### config.mk
export PLATFORM = sky130hd
export DESIGN_NAME = mdio_mgmt_master
export DESIGN_NICKNAME = d
export VERILOG_FILES = /design/src/rtl/mdio_mgmt_pkg.sv /design/src/rtl/mdio_mdc_gen.sv /design/src/rtl/mdio_cmd_regs.sv /design/src/rtl/mdio_frame_engine.sv /design/src/rtl/mdio_mgmt_master.sv
export SDC_FILE = /design/constraint.sdc
export NUM_CORES = 1
export LEC_CHECK = 0
export ABC_AREA = 1
export BUFFER_PORTS_ARGS = -buffer_cell sky130_fd_sc_hd__buf_2
export CORE_ASPECT_RATIO = 0.9
export CORE_MARGIN = 10
export CORE_UTILIZATION = 40
export DETAILED_ROUTE_END_ITERATION = 16
export GPL_TIMING_DRIVEN = 0
export SLEW_MARGIN = 20
export SYNTH_ARGS = -nofsm -noshare
export SYNTH_HDL_FRONTEND = slang
export SYNTH_SLANG_ARGS = --single-unit
export TNS_END_PERCENT = 10
### constraint.sdc
create_clock -name clk -period 2.8 [get_ports clk]
set_clock_uncertainty 0.15 [all_clocks]
set_input_delay 0.56 -clock clk [delete_from_list [all_inputs] [get_ports clk]]
set_output_delay 0.56 -clock clk [all_outputs]
set_load 0.01 [all_outputs]
### src/rtl/mdio_mgmt_pkg.sv
package mdio_mgmt_pkg;

  typedef enum logic [1:0] {
    OPC_RSVD_LO = 2'b00,
    OPC_WRITE   = 2'b01,
    OPC_READ    = 2'b10,
    OPC_RSVD_HI = 2'b11
  } mdio_opc_e;

  localparam int unsigned CMD_W      = 32;
  localparam int unsigned ADDR_W     = 5;
  localparam int unsigned DATA_W     = 16;
  localparam int unsigned GO_BIT     = 15;
  localparam int unsigned OPC_LSB    = 10;
  localparam int unsigned PHY_LSB    = 5;
  localparam int unsigned REG_LSB    = 0;
  localparam int unsigned WDATA_LSB  = 16;
  localparam int unsigned PRE_LEN    = 32;
  localparam int unsigned FRAME_LEN  = PRE_LEN + 4 + 2 * ADDR_W + 2 + DATA_W;
  localparam int unsigned TA_POS     = PRE_LEN + 4 + 2 * ADDR_W;
  localparam int unsigned RXD_POS    = TA_POS + 2;

  typedef struct packed {
    mdio_opc_e          opc;
    logic [ADDR_W-1:0]  phy;
    logic [ADDR_W-1:0]  regad;
    logic [DATA_W-1:0]  wdata;
  } mdio_cmd_t;

endpackage

### src/rtl/mdio_mdc_gen.sv
module mdio_mdc_gen #(
  parameter int unsigned MDC_HALF = 4
) (
  input  logic clk,
  input  logic rst_n,
  input  logic run,
  output logic mdc,
  output logic rise_tick,
  output logic fall_tick
);

  localparam int unsigned CNT_W = (MDC_HALF > 1) ? $clog2(MDC_HALF) : 1;
  localparam logic [CNT_W-1:0] CNT_LAST = CNT_W'(MDC_HALF - 1);

  logic [CNT_W-1:0] cnt_q, cnt_d;
  logic             mdc_q, mdc_d;
  logic             term;

  always_comb begin
    term      = run && (cnt_q == CNT_LAST);
    cnt_d     = (!run || term) ? '0 : cnt_q + CNT_W'(1);
    mdc_d     = run ? (term ? ~mdc_q : mdc_q) : 1'b0;
    rise_tick = term && !mdc_q;
    fall_tick = term && mdc_q;
  end

  always_ff @(posedge clk or negedge rst_n) begin
    if (!rst_n) begin
      cnt_q <= '0;
      mdc_q <= 1'b0;
    end else begin
      cnt_q <= cnt_d;
      mdc_q <= mdc_d;
    end
  end

  assign mdc = mdc_q;

  AST_MDC_NEEDS_RUN: assert property (@(posedge clk) disable iff (!rst_n)
    mdc_q |-> run) else $error("mdc high without a frame");

  AST_DIV_RANGE: assert property (@(posedge clk) disable iff (!rst_n)
    cnt_q <= CNT_LAST) else $error("divider out of range");

endmodule

### src/rtl/mdio_cmd_regs.sv
module mdio_cmd_regs
  import mdio_mgmt_pkg::*;
(
  input  logic                 clk,
  input  logic                 rst_n,
  input  logic                 cmd_we,
  input  logic [CMD_W-1:0]     cmd_wdata,
  input  logic                 xfer_done,
  input  logic                 rd_done,
  input  logic [DATA_W-1:0]    rd_word,
  output logic                 start,
  output mdio_cmd_t            cmd,
  output logic [CMD_W-1:0]     ctrl_q,
  output logic [CMD_W-1:0]     data_q
);

  logic             busy;
  logic             opc_ok;
  mdio_opc_e        opc_in;
  logic [CMD_W-1:0] ctrl_d, data_d;
  logic             ctrl_en, data_en;

  always_comb begin
    busy      = ctrl_q[GO_BIT];
    opc_in    = mdio_opc_e'(cmd_wdata[OPC_LSB +: 2]);
    opc_ok    = (opc_in == OPC_WRITE) || (opc_in == OPC_READ);
    start     = cmd_we && !busy && cmd_wdata[GO_BIT] && opc_ok;
    cmd.opc   = opc_in;
    cmd.phy   = cmd_wdata[PHY_LSB +: ADDR_W];
    cmd.regad = cmd_wdata[REG_LSB +: ADDR_W];
    cmd.wdata = cmd_wdata[WDATA_LSB +: DATA_W];
  end

  always_comb begin
    ctrl_en = start || xfer_done;
    ctrl_d  = ctrl_q;
    if (start) begin
      ctrl_d = cmd_wdata;
    end else if (xfer_done) begin
      ctrl_d[GO_BIT] = 1'b0;
    end
    data_en = rd_done;
    data_d  = {{(CMD_W-DATA_W){1'b0}}, rd_word};
  end

  always_ff @(posedge clk or negedge rst_n) begin
    if (!rst_n) begin
      ctrl_q <= '0;
      data_q <= '0;
    end else begin
      if (ctrl_en) ctrl_q <= ctrl_d;
      if (data_en) data_q <= data_d;
    end
  end

  AST_BUSY_HOLD: assert property (@(posedge clk) disable iff (!rst_n)
    busy && !xfer_done |=> ctrl_q[GO_BIT]) else $error("busy dropped early");

  AST_IGNORE_BUSY_WR: assert property (@(posedge clk) disable iff (!rst_n)
    busy && cmd_we && !xfer_done |=> $stable(ctrl_q)) else $error("write accepted while busy");

  AST_BAD_OPC_IGNORED: assert property (@(posedge clk) disable iff (!rst_n)
    cmd_we && !opc_ok && !xfer_done |=> $stable(ctrl_q)) else $error("bad opcode accepted");

  AST_DATA_HOLD: assert property (@(posedge clk) disable iff (!rst_n)
    !rd_done |=> $stable(data_q)) else $error("data register changed");

endmodule

### src/rtl/mdio_frame_engine.sv
module mdio_frame_engine
  import mdio_mgmt_pkg::*;
(
  input  logic               clk,
  input  logic               rst_n,
  input  logic               start,
  input  mdio_cmd_t          cmd,
  input  logic               rise_tick,
  input  logic               fall_tick,
  input  logic               mdio_i,
  output logic               run,
  output logic               mdio_o,
  output logic               mdio_oe,
  output logic               xfer_done,
  output logic               rd_done,
  output logic [DATA_W-1:0]  rd_word
);

  localparam int unsigned IDX_W = $clog2(FRAME_LEN);
  localparam logic [IDX_W-1:0] IDX_LAST = IDX_W'(FRAME_LEN - 1);
  localparam logic [IDX_W-1:0] IDX_TA   = IDX_W'(TA_POS);
  localparam logic [IDX_W-1:0] IDX_RXD  = IDX_W'(RXD_POS);

  typedef enum logic {ENG_IDLE, ENG_SHIFT} eng_st_e;

  eng_st_e                st_q, st_d;
  logic [IDX_W-1:0]       idx_q, idx_d, idx_inc;
  logic [FRAME_LEN-1:0]   sh_q, sh_d;
  logic                   oe_q, oe_d;
  logic                   rd_q, rd_d;
  logic [DATA_W-1:0]      rx_q, rx_d;
  logic                   load_en, shift_en, samp_en, upd_en;
  logic                   is_wr;

  always_comb begin
    is_wr    = (cmd.opc == OPC_WRITE);
    idx_inc  = idx_q + IDX_W'(1);
    load_en  = (st_q == ENG_IDLE) && start;
    shift_en = (st_q == ENG_SHIFT) && fall_tick;
    samp_en  = (st_q == ENG_SHIFT) && rise_tick && rd_q && (idx_q >= IDX_RXD);
    upd_en   = load_en || shift_en;
    xfer_done = shift_en && (idx_q == IDX_LAST);

    st_d  = st_q;
    idx_d = idx_q;
    sh_d  = sh_q;
    oe_d  = oe_q;
    rd_d  = rd_q;
    rx_d  = {rx_q[DATA_W-2:0], mdio_i};

    if (load_en) begin
      st_d  = ENG_SHIFT;
      idx_d = '0;
      sh_d  = {{PRE_LEN{1'b1}}, 2'b01, cmd.opc, cmd.phy, cmd.regad,
               (is_wr ? 2'b10 : 2'b11),
               (is_wr ? cmd.wdata : {DATA_W{1'b1}})};
      oe_d  = 1'b1;
      rd_d  = !is_wr;
    end else if (shift_en) begin
      if (idx_q == IDX_LAST) begin
        st_d = ENG_IDLE;
        oe_d = 1'b0;
      end else begin
        idx_d = idx_inc;
        sh_d  = {sh_q[FRAME_LEN-2:0], 1'b1};
        oe_d  = !(rd_q && (idx_inc >= IDX_TA));
      end
    end
  end

  always_ff @(posedge clk or negedge rst_n) begin
    if (!rst_n) begin
      st_q  <= ENG_IDLE;
      idx_q <= '0;
      sh_q  <= '0;
      oe_q  <= 1'b0;
      rd_q  <= 1'b0;
      rx_q  <= '0;
    end else begin
      if (upd_en) begin
        st_q  <= st_d;
        idx_q <= idx_d;
        sh_q  <= sh_d;
        oe_q  <= oe_d;
        rd_q  <= rd_d;
      end
      if (samp_en) rx_q <= rx_d;
    end
  end

  assign run     = (st_q == ENG_SHIFT);
  assign mdio_o  = sh_q[FRAME_LEN-1];
  assign mdio_oe = oe_q;
  assign rd_done = xfer_done && rd_q;
  assign rd_word = rx_q;

  AST_RD_RELEASE: assert property (@(posedge clk) disable iff (!rst_n)
    run && rd_q && (idx_q >= IDX_TA) |-> !oe_q) else $error("read turnaround driven");

  AST_RD_HEADER_DRIVEN: assert property (@(posedge clk) disable iff (!rst_n)
    run && (idx_q < IDX_TA) |-> oe_q) else $error("header not driven");

  AST_WR_DRIVEN: assert property (@(posedge clk) disable iff (!rst_n)
    run && !rd_q |-> oe_q) else $error("write frame released");

endmodule

### src/rtl/mdio_mgmt_master.sv
module mdio_mgmt_master
  import mdio_mgmt_pkg::*;
#(
  parameter int unsigned MDC_HALF = 4
) (
  input  logic        clk,
  input  logic        rst_n,
  input  logic        cmd_we,
  input  logic [31:0] cmd_wdata,
  output logic [31:0] ctrl_rdata,
  output logic [31:0] data_rdata,
  output logic        mdc,
  output logic        mdio_o,
  output logic        mdio_oe,
  input  logic        mdio_i
);

  logic              start, run, rise_tick, fall_tick;
  logic              xfer_done, rd_done;
  logic [DATA_W-1:0] rd_word;
  mdio_cmd_t         cmd;

  mdio_cmd_regs u_regs (
    .clk       (clk),
    .rst_n     (rst_n),
    .cmd_we    (cmd_we),
    .cmd_wdata (cmd_wdata),
    .xfer_done (xfer_done),
    .rd_done   (rd_done),
    .rd_word   (rd_word),
    .start     (start),
    .cmd       (cmd),
    .ctrl_q    (ctrl_rdata),
    .data_q    (data_rdata)
  );

  mdio_mdc_gen #(.MDC_HALF(MDC_HALF)) u_mdc (
    .clk       (clk),
    .rst_n     (rst_n),
    .run       (run),
    .mdc       (mdc),
    .rise_tick (rise_tick),
    .fall_tick (fall_tick)
  );

  mdio_frame_engine u_eng (
    .clk       (clk),
    .rst_n     (rst_n),
    .start     (start),
    .cmd       (cmd),
    .rise_tick (rise_tick),
    .fall_tick (fall_tick),
    .mdio_i    (mdio_i),
    .run       (run),
    .mdio_o    (mdio_o),
    .mdio_oe   (mdio_oe),
    .xfer_done (xfer_done),
    .rd_done   (rd_done),
    .rd_word   (rd_word)
  );

  AST_IDLE_RELEASED: assert property (@(posedge clk) disable iff (!rst_n)
    !ctrl_rdata[GO_BIT] |-> !mdio_oe && !mdc) else $error("idle bus not released");

  AST_MDIO_STABLE_HIGH: assert property (@(posedge clk) disable iff (!rst_n)
    mdc && $past(mdc) |-> $stable(mdio_o) && $stable(mdio_oe)) else $error("mdio moved while mdc high");

endmodule

==> flow_summary.yaml, run 1 <==
clock_tree:
  cts_root_buf: "clkbuf_16"
  clk-insertion-delay-late_ns: 0.43
  clk_transition_reported_paths_ns: 0.06
  clock_path_buffers: 2
  cts_tree: "built"
  cts_resized: 0
  cts.sinks: 140
  htree_levels: 4
  cts_made_buffers: 17
finish:
  final_cell_count_no_fill: 939
  drive_gt1_share_pct: 22.4
  area_delta_synth_final_pct: 24.5
  nets: 774
  diodes: 0
  final_common_cell: "nand2_1"
  final_cell_mix: "nand2_1 (209), dfrtp_1 (140), buf_2 (104), nand3_1 (43)"
timing:
  setup_viol: 0
  hold_ws_ns: 0.165
  post-route-period-util_pct: 70.8
  tightestPinTransition_ns: 0.595
  drv_slew: 0
  rsz0062_at_grt: "false"
  min_period_ns: 1.98
  finalHoldViolCount: 0
  relSlewSlack_pct: 60.3
  fmax_ghz: 0.505
worst_setup_path:
  path_common_cell: "nand2_1"
  crit_slowest_cell: "dfrtp_1"
  rrSetupSlack_ns: 0.82
  cp_data_arrival_time_ns: 2.14
  setup.worst_path.end_class: "flop"
  required_ns: 2.96
  critPathLaunchType: "flop"
  path_class: "flop to flop"
  worstPathMaxFanout: 10
  critPathMaxStageDelay_ns: 0.43
  crit_chain: "ha_1 > nand2_1 > clkinv_1 > nand3_4 > nand2_4 > nand2_2 > inv_2 > buf_2 > nand2_1 > nand3_1"
detailed_routing:
  dr.pass1.iters: 4
  routed-wl-met2_microns: 5710
  routed_wl_microns: 13300
  wl_met3_microns: 1220
  wl_per_cell_microns: 14.2
  viasPerCell: 4.68
  topRoutingLayerUsed: "met4"
  drc_errors: 0
  ant_nets: 0
  initialDrtViolationCount: 251
  wl_met1_microns: 6160
  num_vias: 4390
status:
  outcome: "completed"
synth:
  synth_compound_area_share_pct: 9.92
  synthXorXnorAreaFrac_pct: 0
  synth_top_family_by_area: "simple AND/OR/NAND/NOR gates"
  netlist_area_sq_um: 5790
  ys_warn_count: 0
  synthAdderAreaFrac_pct: 0.864
  muxShareOfSynthArea_pct: 0
  ys_seq_area_share_pct: 60.5
  yosysUniqueCellTypes: 28
  avgSynthCellArea_sq_um: 9.46
  syn_inst: 612
  ys_seq_elements: 140
  synth-simple-area-share_pct: 21.3
floorplan:
  die-area_sq_um: 19700
  initial_core_util_pct: 41.1
  ios: 103
  core_sq_um: 14100
  die-width_microns: 147
  die_h_microns: 134
  rows: 41
global_route:
  antenna_found_initial: 0
  grtUsageTotal_pct: 13.9
  grt_pass1_wl_microns: 22300
  grt_max_degree: 103
  overflow: 0
  grt_pass1_vias: 4476
place:
  place_inst: 907
  place_hpwl_microns: 9660
  io_buffers: 86
  routabilityCongestion: 0.819
power:
  power_density_nw_per_um2: 1010
  ir_drop_uv: 541
  leakagePower_nw: 3.69
  power_w: 0.00728
hold_path:
  hold_path_class: "input port to flop"
job:
  maxCapViolations: 0
==> layer usage <==
layer,vias up,GRT usage (%)
met5,-,0
met4,0,5.67
met3,16,6.72
met2,123,20.2
met1,2051,17.4
li1,2200,-
==> stage by stage <==
| step | setup TNS (ns) | cell area, sq um | setup slack [ns] | util (%) |
|---|---|---|---|---|
| global placement | -119.44 | 6520 | -0.861 | 46.2 |
| finish | 0 | 7210 | 0.818 | 51.1 |
| detailed placement | 0 | 6560 | 0.526 | 46.5 |
| CTS | 0 | 7210 | 0.795 | 51.1 |
| floorplan | 0 | 5850 | 0.959 | - |
| global route | 0 | 7210 | 0.660 | 51.1 |
==> state kept, by name (all words and copies together), names as in the netlist <==
signal / cells
u_eng.mdio_oe: 1
u_eng.sh_q: 64
u_mdc.cnt_q: 2
u_eng.run: 1
u_eng.rd_q: 1
u_regs.data_q: 16
u_eng.idx_q: 6
u_regs.ctrl_q: 32
u_mdc.mdc: 1
u_eng.rd_word: 16
==> cell families after synthesis <==
family	Yosys count
AND/OR/NAND/NOR	292
adder cells (fa/ha/maj)	4
other	1
flip-flops	140
AO/OA/AOI/OAI	87
buffers and inverters	88
==> final timing paths <==
path | start | depth (start not counted) | end
max | u_eng.idx_q[0] | 10 | u_eng.sh_q[15]
min | cmd_wdata[13] | 3 | u_regs.ctrl_q[13]
max reg2reg | u_eng.idx_q[0] | 10 | u_eng.sh_q[15]
min reg2reg | u_mdc.cnt_q[0] | 1 | u_mdc.cnt_q[0]
max in group asynchronous | rst_n | 3 | u_eng.idx_q[5]
min in group asynchronous | rst_n | 2 | u_eng.sh_q[45]
==> power by group <==
group / internal (W) / switching (W)
sequential: 0.00279 / 0.000430
clock: 0.00164 / 0.000802
combinational: 0.000711 / 0.000908
total: 0.00515 / 0.00214
==> critical path, delay by kind of cell (launching register included) <==
family / cells / cell delay, ns
AND/OR/NAND/NOR: 6 / 0.63
flip-flops: 1 / 0.43
buffers and inverters: 3 / 0.41
adder cells (fa/ha/maj): 1 / 0.23
==> synthesized netlist by cell type (all sizes together) <==
cell type / instances / area [sq um]
ha: 4 / 50.1
o21bai: 1 / 7.51
o22a: 31 / 272
nand2: 213 / 815
clkinv: 1 / 3.75
or2: 1 / 6.26
buf: 37 / 238
a22oi: 1 / 7.51
inv: 42 / 158
dfrtp: 140 / 3500
o211ai: 4 / 30.0
a21oi: 5 / 25.0
o21ai: 39 / 195
clkbuf: 8 / 30.0
nand3: 44 / 233
conb: 1 / 3.75
nor2: 27 / 109
nor3: 7 / 68.8
o22ai: 6 / 37.5
==> area by class of cell <==
cell class	instances	area (sq um)
multi-input cells	399	1920
clock inverters	7	160
inverters	43	161
fillers	1317	6900
flip-flops and latches	140	3500
repair buffers	88	478
well taps	193	241
clock buffers	24	482
plain buffers	45	268
==> timing repair <==
action	4_1_cts	5_1_grt
endpoints found under the hold margin	38	0
hold buffers	1	0
setup buffers	0	0
setup endpoints to repair	0	0
(Power assumes the default switching activity.)
==> inputs of run 2 (changes only) <==
==> constraint.sdc (replaced) <==
create_clock -name clk -period 1.8 [get_ports clk]
set_clock_uncertainty 0.15 [all_clocks]
set_input_delay 0.36 -clock clk [delete_from_list [all_inputs] [get_ports clk]]
set_output_delay 0.36 -clock clk [all_outputs]
set_load 0.01 [all_outputs]
==> flow_summary.yaml, run 2 (synthesis gave the netlist of run 1 again) <==
finish:
  final_cell_mix: "nand2_1 (208), dfrtp_1 (140), buf_2 (96), nand3_1 (42), inv_1 (36)"
  multi_input_area_sq_um: 1960
  largestRegisters: "u_eng.sh_q: 64 flops, u_regs.ctrl_q: 32 flops"
  largest_reg_flops: 64
  drive_gt1_share_pct: 23.7
  n_fill_cell: 1283
  diodes: 0
  top_register: "u_eng.sh_q"
  ff_latch_area_sq_um: 3500
  area_delta_synth_final_pct: 30.2
  fin_area_sq_um: 7540
  nets: 799
  final_common_cell: "nand2_1"
  final_cell_count_no_fill: 964
floorplan:
  initial_core_util_pct: 41.1
  die-area_sq_um: 19700
  die_h_microns: 134
  die-width_microns: 147
  core_sq_um: 14100
  ios: 103
  rows: 41
clock_tree:
  htree_levels: 4
  clk-insertion-delay-late_ns: 0.42
  clk_transition_reported_paths_ns: 0.05
  cts_made_buffers: 17
  cts_root_buf: "clkbuf_16"
  clock_path_buffers: 2
  cts.sinks: 140
  cts_tree: "built"
place:
  dpl_cell_area_sq_um: 6560
  routabilityCongestion: 0.819
  place_inst: 907
  place_hpwl_microns: 9660
  io_buffers: 86
power:
  power_w: 0.0115
  leakagePower_nw: 3.83
  power_density_nw_per_um2: 1520
  ir_drop_uv: 824
worst_setup_path:
  worstPathMaxFanout: 10
  setup.worst_path.end_class: "flop"
  path_class: "flop to flop"
  critPathLaunchType: "flop"
  required_ns: 1.96
  cp_data_arrival_time_ns: 1.86
  reg2reg_from: "u_eng.idx_q[1]"
  reg2reg_to: "u_eng.sh_q[49]"
  r2r_cells: 7
  rrSetupSlack_ns: 0.09
status:
  outcome: "completed"
global_route:
  grtUsageTotal_pct: 14.2
  grt_pass1_wl_microns: 22700
  antenna_found_initial: 0
  grt_pass1_vias: 4521
  overflow: 0
  grt_max_degree: 103
hold_path:
  min_path_cells: 3
  min_from: "cmd_wdata[4]"
  hold_path_class: "input port to flop"
  hold_end: "u_regs.ctrl_q[4]"
detailed_routing:
  wl_per_cell_microns: 14.1
  initialDrtViolationCount: 236
  ant_nets: 0
  drc_errors: 0
  viasPerCell: 4.67
  dr.pass1.iters: 4
  num_vias: 4502
  routed_wl_microns: 13600
timing:
  post-route-period-util_pct: 94.9
  relSlewSlack_pct: 64.4
  hold_ws_ns: 0.0170
  min_period_ns: 1.71
  finalHoldViolCount: 0
  setup_viol: 0
  rsz0062_at_grt: "true"
  tightestPinTransition_ns: 0.534
  drv_slew: 0
  setup_tns_ns: 0
  fmax_ghz: 0.585
job:
  maxCapViolations: 0
## run 2: critical path, stage by stage (launching register included)
cell and delay [ns]:
dfrtp_1 0.39, ha_2 0.20, nand2_2 0.09, clkinv_2 0.07
nand3_4 0.10, nand2_8 0.10, clkbuf_1 0.23, o22a_1 0.25
## run 2: timing repair
action,4_1_cts,5_1_grt
hold buffers,17,0
setup endpoints to repair,81,95
setup buffers,1,8
endpoints found under the hold margin,54,0
gates resized for setup,9,20
pin swaps,1,7
## run 2: worst max-delay path by stage
stage	endpoint	slack, ns	cells after the start	startpoint
2_1_floorplan	u_eng.sh_q[3]	0.10	10	u_eng.idx_q[0]
3_3_place_gp	u_regs.ctrl_q[12]	-1.66	1	rst_n
3_5_place_dp	u_eng.sh_q[13]	-0.27	8	cmd_wdata[10]
4_1_cts	u_eng.sh_q[15]	-0.0001	10	u_eng.idx_q[1]
5_1_grt	u_regs.data_q[4]	-0.01	10	u_eng.idx_q[1]
6_report	u_eng.sh_q[49]	0.09	7	u_eng.idx_q[1]
## run 2: where the power goes
part           leakage, nW  internal [W]  switching [W]  total (W)
clock                0.314       0.00256        0.00123    0.00379
combinational         1.81       0.00120        0.00146    0.00266
sequential            1.71       0.00435       0.000669    0.00501
total                 3.83       0.00811        0.00336     0.0115
## run 2: cell type report
type | instances | share of cell area (%)
clock buffers | 24 | 6.39
inverters | 43 | 2.19
flip-flops and latches | 140 | 46.5
multi-input cells | 399 | 26.0
plain buffers | 45 | 4.05
repair buffers | 113 | 9.58
clock inverters | 7 | 2.12
well taps | 193 | 3.20
## run 2: per-layer routing
metal | up-vias | routed length (microns) | GRT usage, % | part of all wire (%)
met5 | - | 0 | 0 | 0
met4 | 0 | 99 | 5.67 | 0.73
met3 | 8 | 1140 | 6.46 | 8.4
met2 | 129 | 6060 | 20.8 | 45
met1 | 2118 | 6290 | 17.7 | 46
li1 | 2247 | - | - | -
## run 2: per-stage QoR
step | setup WS [ns] | utilization, %
2_1_floorplan | 0.101 | -
3_3_place_gp | -1.66 | 46.2
3_5_place_dp | -0.274 | 46.5
4_1_cts | -0.000136 | 52.5
5_1_grt | -0.0134 | 53.4
6_report | 0.0919 | 53.4
